## config.mk

```make
export PLATFORM = sky130hd
export DESIGN_NAME = ctr_gate_csr
export DESIGN_NICKNAME = d
export VERILOG_FILES = /design/src/rtl/ctr_gate_pkg.sv /design/src/rtl/ctr_gate_decode.sv /design/src/rtl/ctr_gate_regs.sv /design/src/rtl/ctr_gate_check.sv /design/src/rtl/ctr_gate_csr.sv
export SDC_FILE = /design/constraint.sdc
export NUM_CORES = 1
export LEC_CHECK = 0
export BUFFER_PORTS_ARGS = -buffer_cell sky130_fd_sc_hd__buf_2
export CORE_ASPECT_RATIO = 0.5
export CORE_UTILIZATION = 48
export CTS_BUF_LIST = sky130_fd_sc_hd__clkbuf_2
export DETAILED_ROUTE_END_ITERATION = 8
export PLACE_DENSITY = 0.83
export SYNTH_ARGS = -nofsm -noshare
export SYNTH_HDL_FRONTEND = slang
export SYNTH_HIERARCHICAL = 1
export SYNTH_SLANG_ARGS = --single-unit
```

## constraint.sdc

```tcl
create_clock -name clk -period 2.65 [get_ports clk]
set_clock_uncertainty 0.15 [all_clocks]
set_input_delay 0.53 -clock clk [delete_from_list [all_inputs] [get_ports clk]]
set_output_delay 0.53 -clock clk [all_outputs]
set_load 0.05 [all_outputs]
```

## src/rtl/ctr_gate_pkg.sv

```systemverilog
package ctr_gate_pkg;
  typedef enum logic [1:0] {
    PRIV_U   = 2'b00,
    PRIV_S   = 2'b01,
    PRIV_RSV = 2'b10,
    PRIV_M   = 2'b11
  } priv_e;

  typedef struct packed {
    logic sel_s;
    logic sel_u;
    logic hit;
    logic illegal;
  } csr_dec_t;
endpackage

```

## src/rtl/ctr_gate_decode.sv

```systemverilog
module ctr_gate_decode #(
  parameter int unsigned ADDR_W = 12,
  parameter logic [ADDR_W-1:0] NEW_S_ADDR = 12'h306,
  parameter logic [ADDR_W-1:0] NEW_U_ADDR = 12'h106,
  parameter logic [ADDR_W-1:0] OLD_S_ADDR = 12'h321,
  parameter logic [ADDR_W-1:0] OLD_U_ADDR = 12'h320
) (
  input  logic                     clk,
  input  logic                     rst,
  input  logic                     new_layout,
  input  logic                     valid,
  input  logic [ADDR_W-1:0]        addr,
  output ctr_gate_pkg::csr_dec_t   dec
);
  logic is_new_s, is_new_u, is_old_s, is_old_u;

  always_comb begin
    is_new_s = (addr == NEW_S_ADDR);
    is_new_u = (addr == NEW_U_ADDR);
    is_old_s = (addr == OLD_S_ADDR);
    is_old_u = (addr == OLD_U_ADDR);
    if (new_layout) begin
      dec.sel_s   = valid && is_new_s;
      dec.sel_u   = valid && is_new_u;
      dec.illegal = valid && (is_old_s || is_old_u);
    end else begin
      dec.sel_s   = valid && is_old_s;
      dec.sel_u   = valid && is_old_u;
      dec.illegal = valid && (is_new_s || is_new_u);
    end
    dec.hit = dec.sel_s || dec.sel_u;
  end


  hit_xor_illegal_chk: assert property (@(posedge clk) disable iff (rst)
    !(dec.hit && dec.illegal));


  idle_quiet_chk: assert property (@(posedge clk) disable iff (rst)
    !valid |-> (!dec.hit && !dec.illegal));
endmodule

```

## src/rtl/ctr_gate_regs.sv

```systemverilog
module ctr_gate_regs #(
  parameter int unsigned MASK_W = 32
) (
  input  logic              clk,
  input  logic              rst,
  input  logic              we,
  input  logic              sel_s,
  input  logic              sel_u,
  input  logic [MASK_W-1:0] wdata,
  output logic [MASK_W-1:0] s_mask,
  output logic [MASK_W-1:0] u_mask
);
  localparam int unsigned N_MASK = 2;

  logic [N_MASK-1:0] sel;
  logic [MASK_W-1:0] q [N_MASK];

  assign sel    = {sel_u, sel_s};
  assign s_mask = q[0];
  assign u_mask = q[1];

  for (genvar g = 0; g < N_MASK; g++) begin : g_mask
    always_ff @(posedge clk) begin
      if (rst)
        q[g] <= '0;
      else if (we && sel[g])
        q[g] <= wdata;
    end
  end


  reset_clear_chk: assert property (@(posedge clk)
    rst |=> (s_mask == '0 && u_mask == '0));


  write_lands_chk: assert property (@(posedge clk) disable iff (rst)
    (we && sel_s) |=> (s_mask == $past(wdata)));


  no_stray_write_chk: assert property (@(posedge clk) disable iff (rst)
    (!sel_s && !sel_u) |=> ($stable(s_mask) && $stable(u_mask)));
endmodule

```

## src/rtl/ctr_gate_check.sv

```systemverilog
module ctr_gate_check #(
  parameter int unsigned MASK_W = 32,
  parameter int unsigned ADDR_W = 12,
  parameter logic [ADDR_W-1:0] CTR_BASE = 12'hC00
) (
  input  logic                clk,
  input  logic                rst,
  input  ctr_gate_pkg::priv_e priv,
  input  logic [MASK_W-1:0]   s_mask,
  input  logic [MASK_W-1:0]   u_mask,
  input  logic                ctr_valid,
  input  logic [ADDR_W-1:0]   ctr_addr,
  output logic [MASK_W-1:0]   eff_mask,
  output logic                ctr_illegal
);
  import ctr_gate_pkg::*;
  localparam int unsigned IDX_W = $clog2(MASK_W);

  logic [ADDR_W-1:0] offset;
  logic              in_window;
  logic [IDX_W-1:0]  idx;

  always_comb begin
    unique case (priv)
      PRIV_U:  eff_mask = u_mask;
      PRIV_S:  eff_mask = s_mask;
      default: eff_mask = '1;
    endcase
    offset      = ctr_addr - CTR_BASE;
    in_window   = (offset < ADDR_W'(MASK_W));
    idx         = offset[IDX_W-1:0];
    ctr_illegal = ctr_valid && in_window && !eff_mask[idx];
  end


  machine_never_blocks_chk: assert property (@(posedge clk) disable iff (rst)
    (priv == PRIV_M) |-> !ctr_illegal);


  window_only_chk: assert property (@(posedge clk) disable iff (rst)
    ctr_illegal |-> (ctr_valid && ctr_addr >= CTR_BASE));
endmodule

```

## src/rtl/ctr_gate_csr.sv

```systemverilog
module ctr_gate_csr #(
  parameter int unsigned MASK_W = 32,
  parameter int unsigned ADDR_W = 12
) (
  input  logic              clk,
  input  logic              rst,
  input  logic              new_layout,
  input  logic [1:0]        cur_priv,
  input  logic              csr_valid,
  input  logic              csr_we,
  input  logic [ADDR_W-1:0] csr_addr,
  input  logic [MASK_W-1:0] csr_wdata,
  output logic [MASK_W-1:0] csr_rdata,
  output logic              csr_hit,
  output logic              csr_illegal,
  input  logic              ctr_valid,
  input  logic [ADDR_W-1:0] ctr_addr,
  output logic              ctr_illegal,
  output logic [MASK_W-1:0] eff_mask
);
  import ctr_gate_pkg::*;

  csr_dec_t          dec;
  logic [MASK_W-1:0] s_mask, u_mask;

  ctr_gate_decode #(.ADDR_W(ADDR_W)) u_dec (
    .clk(clk), .rst(rst), .new_layout(new_layout),
    .valid(csr_valid), .addr(csr_addr), .dec(dec)
  );

  ctr_gate_regs #(.MASK_W(MASK_W)) u_regs (
    .clk(clk), .rst(rst), .we(csr_we), .sel_s(dec.sel_s), .sel_u(dec.sel_u),
    .wdata(csr_wdata), .s_mask(s_mask), .u_mask(u_mask)
  );

  ctr_gate_check #(.MASK_W(MASK_W), .ADDR_W(ADDR_W)) u_chk (
    .clk(clk), .rst(rst), .priv(priv_e'(cur_priv)),
    .s_mask(s_mask), .u_mask(u_mask), .ctr_valid(ctr_valid),
    .ctr_addr(ctr_addr), .eff_mask(eff_mask), .ctr_illegal(ctr_illegal)
  );

  always_comb begin
    csr_hit     = dec.hit;
    csr_illegal = dec.illegal;
    if (dec.sel_s)      csr_rdata = s_mask;
    else if (dec.sel_u) csr_rdata = u_mask;
    else                csr_rdata = '0;
  end


  hit_has_data_chk: assert property (@(posedge clk) disable iff (rst)
    !csr_hit |-> (csr_rdata == '0));
endmodule

```

* Word-level counts from Yosys, hierarchy flattened
Memory sizes are Yosys's and may differ from the RTL's.
Index checks and enable logic that the tools add are counted.
** Operators by class
- Add/sub/neg operators :: 1
- Order comparisons :: 2
- Eq/ne operators :: 5
- Mux-type cells :: 17
- Bitwise logic cells :: 2
- Reductions and logical operators :: 15
** Operators with widths (count)
- 32-bit two-way mux :: 4
- 32-bit case mux with 2 select lines :: 1
- 12-bit by 10-bit == test with 1-bit output, second input constant :: 3
- 12-bit by 9-bit == test with 1-bit output, second input constant :: 1
- 12-bit by 6-bit less-than comparator with 1-bit output, second input constant :: 1
- 12-bit subtractor, second input constant :: 1
- 1-bit logical AND :: 10
- 1-bit two-way mux :: 10
- 5-bit by 6-bit less-than comparator with 1-bit output, second input constant :: 1
- 1-bit binary-select mux with 5-bit select :: 1
- 1-bit logical OR :: 3
- 2-bit by 1-bit == test with 1-bit output, second input constant :: 1
- 2-bit zero test :: 1
- 2-bit two-way mux :: 1
- 1-bit OR :: 2
- 1-bit zero test :: 1
** Storage, ports and cells
- Register bits :: 0
- Bits in writable memories :: 64
- Input bits :: 64
- Output and inout port bits :: 67
- Word-level logic and storage cells :: 43
- Memories kept :: 1
** Memory list
- u_regs.q :: depth 2, bits a word 32, rd ports 2, clocked after Yosys merged registers in 0, wr ports 2, line ctr_gate_regs.sv:16 : logic [MASK_W-1:0] q [N_MASK];

* Logic depth before layout (Yosys ltp)
- Word-level depth :: 8
- Mapped depth :: 8
- Gate-level depth less buffers :: 6

* By module
The synthesis kept the hierarchy.
** By module, submodules not included
- ctr_gate_regs :: instances 1, cells each 150, area each 2740.1 sq um, seq. area each 1921.8 sq um
- ctr_gate_check :: instances 1, cells each 126, area each 915.9 sq um, seq. area each 0.0 sq um
- ctr_gate_csr :: instances 1, cells each 44, area each 361.6 sq um, seq. area each 0.0 sq um
- ctr_gate_decode :: instances 1, cells each 19, area each 152.6 sq um, seq. area each 0.0 sq um

* Worst setup path after synthesis
OpenSTA, ideal clock, no wires.
- Path kind :: input -> output
- Start :: in cur_priv[0]
- End :: out ctr_illegal
- Arrival time :: 2.810 ns
- Data required time :: 1.970 ns
- Slack :: -0.840 ns
- Cell stages on the path :: 8
- Path buffers :: 2
- Path through :: buf_6 -> buf_6 -> mux2i_1 -> nand2_1 -> a311oi_1 -> o21ai_1 -> a221o_1 -> a21oi_1
** On the way
- Cells in the longest elaborated chain, start to end :: 6
- Elaborated cells on any way between the ends :: 7
- Those cells by class :: eq/ne (1); mux (3); reduce/logical (3)
** RTL lines
- start: declaration :: line ctr_gate_csr.sv:8 : input logic [1:0] cur_priv,
- 2-bit by 1-bit == test with 1-bit output or 2-bit zero test (tied branches) :: line ctr_gate_check.sv:24 : unique case (priv)
- 32-bit case mux with 2 select lines * :: line ctr_gate_check.sv:24
- via eff_mask[3] :: line ctr_gate_csr.sv:19 : output logic [MASK_W-1:0] eff_mask
- 1-bit binary-select mux with 5-bit select * :: line ctr_gate_check.sv:32 : ctr_illegal = ctr_valid && in_window && !eff_mask[idx];
- 1-bit two-way mux (implied by the code) * :: line ctr_gate_check.sv:32
- 1-bit zero test * :: line ctr_gate_check.sv:32
- 1-bit logical AND * :: line ctr_gate_check.sv:32
- end: declaration :: line ctr_gate_csr.sv:18 : output logic ctr_illegal,
The timed path passes the listed nets; every way through them passes the cells marked *. The select of a mux whose other input is x is not followed.

==> impl_results.md <==
- N_diodes: 0
- Initial antenna violation count: 0
- Fin worst setup slack: -556.7 ps
- CP Max Fanout: 2
- Crit path kind: reg2out
- PD cells: 371.4 mW/mm^2
- CTS tree: built
- Asr flop ratio synth: 0%
- Post-route insts no fill: 643
- Status: finished, violations left
- F_max: 0.3119 GHz
- Total Neg Setup Slack: -6024 ps
- Biggest regs: u_regs/q (64)
- Die Area: 0.009088 mm^2
- Post-route ant nets: 0
- Syn Inst Count: 339
- Crit path capture type: primary output
- Final Hold Vio Count: 0
- Pleak: 0.002845 uW
- Share of cells above drive strength 1: 56.12%
- Worst Path Arrival: 2530 ps
- Commonest non-fill, non-tap cells in the layout: buf_2 (93), and4b_1 (64), edfxtp_1 (64)
- Hold Path Cell Cnt: 2
- Slew Limit Headroom: 60.18%
- CTS buffer count: 9
- Largest net degree at the start of global routing: 43
- Post-synth EDFFs: 64
- Starting Density: 50.85%
- Final WL: 14250 um
- Period Utilization, post-route: 121.0%
- YS warnings: 6
- Maximum clock path buffer count: 2
- I/O pin cnt: 131
- Post-DP Area: 0.005256 mm^2
- Crit start category: register
- Tot GR Track Use: 28.73%
- Clock transition at path regs: 220 ps
- Class of the worst hold path: in2reg
- Root Buffer: clkbuf_2
- Number of global-route vias before repair: 3872
- Clock sink total: 64
- Port Buffers: 130
- Die X: 133.8 um
- Pre-antenna DRT Iters: 8
- Sequential area share after synthesis: 46.08%
- Syn nets: 403
- Post-synth top flop: edfxtp_1
- Failing checks: negative setup slack
- HPWL after DPL: 8268 um
- Critical path required time: 1970 ps
- DRT iter0 DRCs: 392
- Register bit total from synthesis: 64
- Slew Limit Fails: 0
- Met2 Wirelength: 6985 um
- Max IR drop VDD: 0.2027 mV
- Mapped Avg Cell Area: 12.30 um^2
- Worst-margin pin slew: 597.2 ps
- Die Height: 67.91 um
- Setup violations, final: 33
- Core area: 0.008202 mm^2
- Global route overflow: 0
- Filler cells: 471
- RSZ-0062 raised after global routing: true
- Design Area, Final: 0.006269 mm^2
- Layout area overhead: 50.31%
- Max reg flops: 64
- Placer Congestion: 0.8711
- Most common cell after layout, fill and taps aside: buf_2
- Met3 wire len: 1389 um
- Dpl ws: -570.5 ps
- First-pass GRT wire length: 19320 um
- Max-cap violations: 0
- Routed vias: 4066
- Fin crit period: 3207 ps
- Met1 WL: 5332 um
- Number of nets in the layout: 590
- Mapped Area: 0.004170 mm^2
- Via-per-instance ratio: 6.323
- Post-DR wirelength/cell: 22.17 um
- Htree depth: 3
- Placed Cells: 601
- Biggest register: u_regs/q
- Synth cell types: 47
- # DRC: 0
- Std cell rows: 23
- Top Metal Used: met4
critical path: stages (launching register included):
cell      delay [ps]
edfxtp_1         480
mux2i_2          290
a221oi_1         150
o41ai_1          440
a31o_2           180
o311ai_1         140
a21oi_4          190
buf_6            170
report_power, final:
part / total (uW) / switching, uW / leakage [uW] / internal (uW)
combinational: 539 / 332 / 0.00216 / 207
sequential: 1210 / 45.0 / 0.000607 / 1160
clock: 582 / 356 / 0.0000757 / 226
per-stage QoR:
stage                     hold slack, ps  total power (uW)  utilization [%]
after global routing               175.2              2390            76.43
after floorplan                    642.4              1517                -
final                              195.8              2328            76.43
after global placement             735.6              1694            64.09
after detailed placement           738.2              1705            64.09
after CTS                          196.2              2269            71.95
area by class of cell:
type                    count  area, um^2  area share [%]
clock buffers              12       60.06          0.9581
flip-flops and latches     64        1922           30.66
repair buffers            213        1817           28.98
multi-input cells         234        2270           36.21
well taps                 112       140.1           2.236
inverters                   4       15.01          0.2395
clock inverters             4       45.04          0.7186
synth_stat cells, types with 2 or more instances:
cell / n / area share [%]
a31oi_1: 3 / 0.45
nor2b_1: 2 / 0.30
nand3_1: 2 / 0.24
edfxtp_1: 64 / 46
buf_6: 16 / 4.3
buf_2: 16 / 1.9
nand2b_1: 2 / 0.30
mux2_2: 2 / 0.54
a22o_1: 32 / 6.7
and4b_1: 64 / 15
inv_1: 3 / 0.27
a221oi_1: 10 / 2.1
o21ai_0: 2 / 0.24
a311oi_1: 3 / 0.63
nor3_1: 3 / 0.36
o21ai_1: 3 / 0.36
mux2i_1: 32 / 7.7
nand2_1: 40 / 3.6
a21o_1: 2 / 0.36
buf_1: 3 / 0.27
nor2_1: 4 / 0.36
a21oi_1: 5 / 0.60
mux4_2: 2 / 1.1
timing repair:
action,in CTS,in global routing
gates cloned,3,2
gates resized for setup,99,45
buffers inserted,12,11
pin swaps,7,8
endpoints found under the setup margin,33,33
hold buffers,0,0
path summary, 6_finish.rpt:
| check | slack [ps] | endpoint | from |
|---|---|---|---|
| setup / recovery | -560 | ctr_illegal | u_regs/q[1][31] |
| hold / removal | 200 | u_regs/q[0][16] | csr_wdata[16] |
kinds of logic (layout without fill, tap and decap cells):
logic type	Yosys count	after routing	share of synthesized area, %
and+or+nand+nor	129	130	23.79
AOI/OAI and AO/OA	68	68	13.17
DFF	64	64	46.08
buffers and inverters	42	233	7.651
muxes	36	36	9.301
per-layer routing:
layer  track usage, %  up-vias
met4            17.90        0
li1                 -     1763
met5                0        -
met3            7.704       61
met2            50.84      307
met1            32.04     1935
Power figures use the tool's default switching activity.
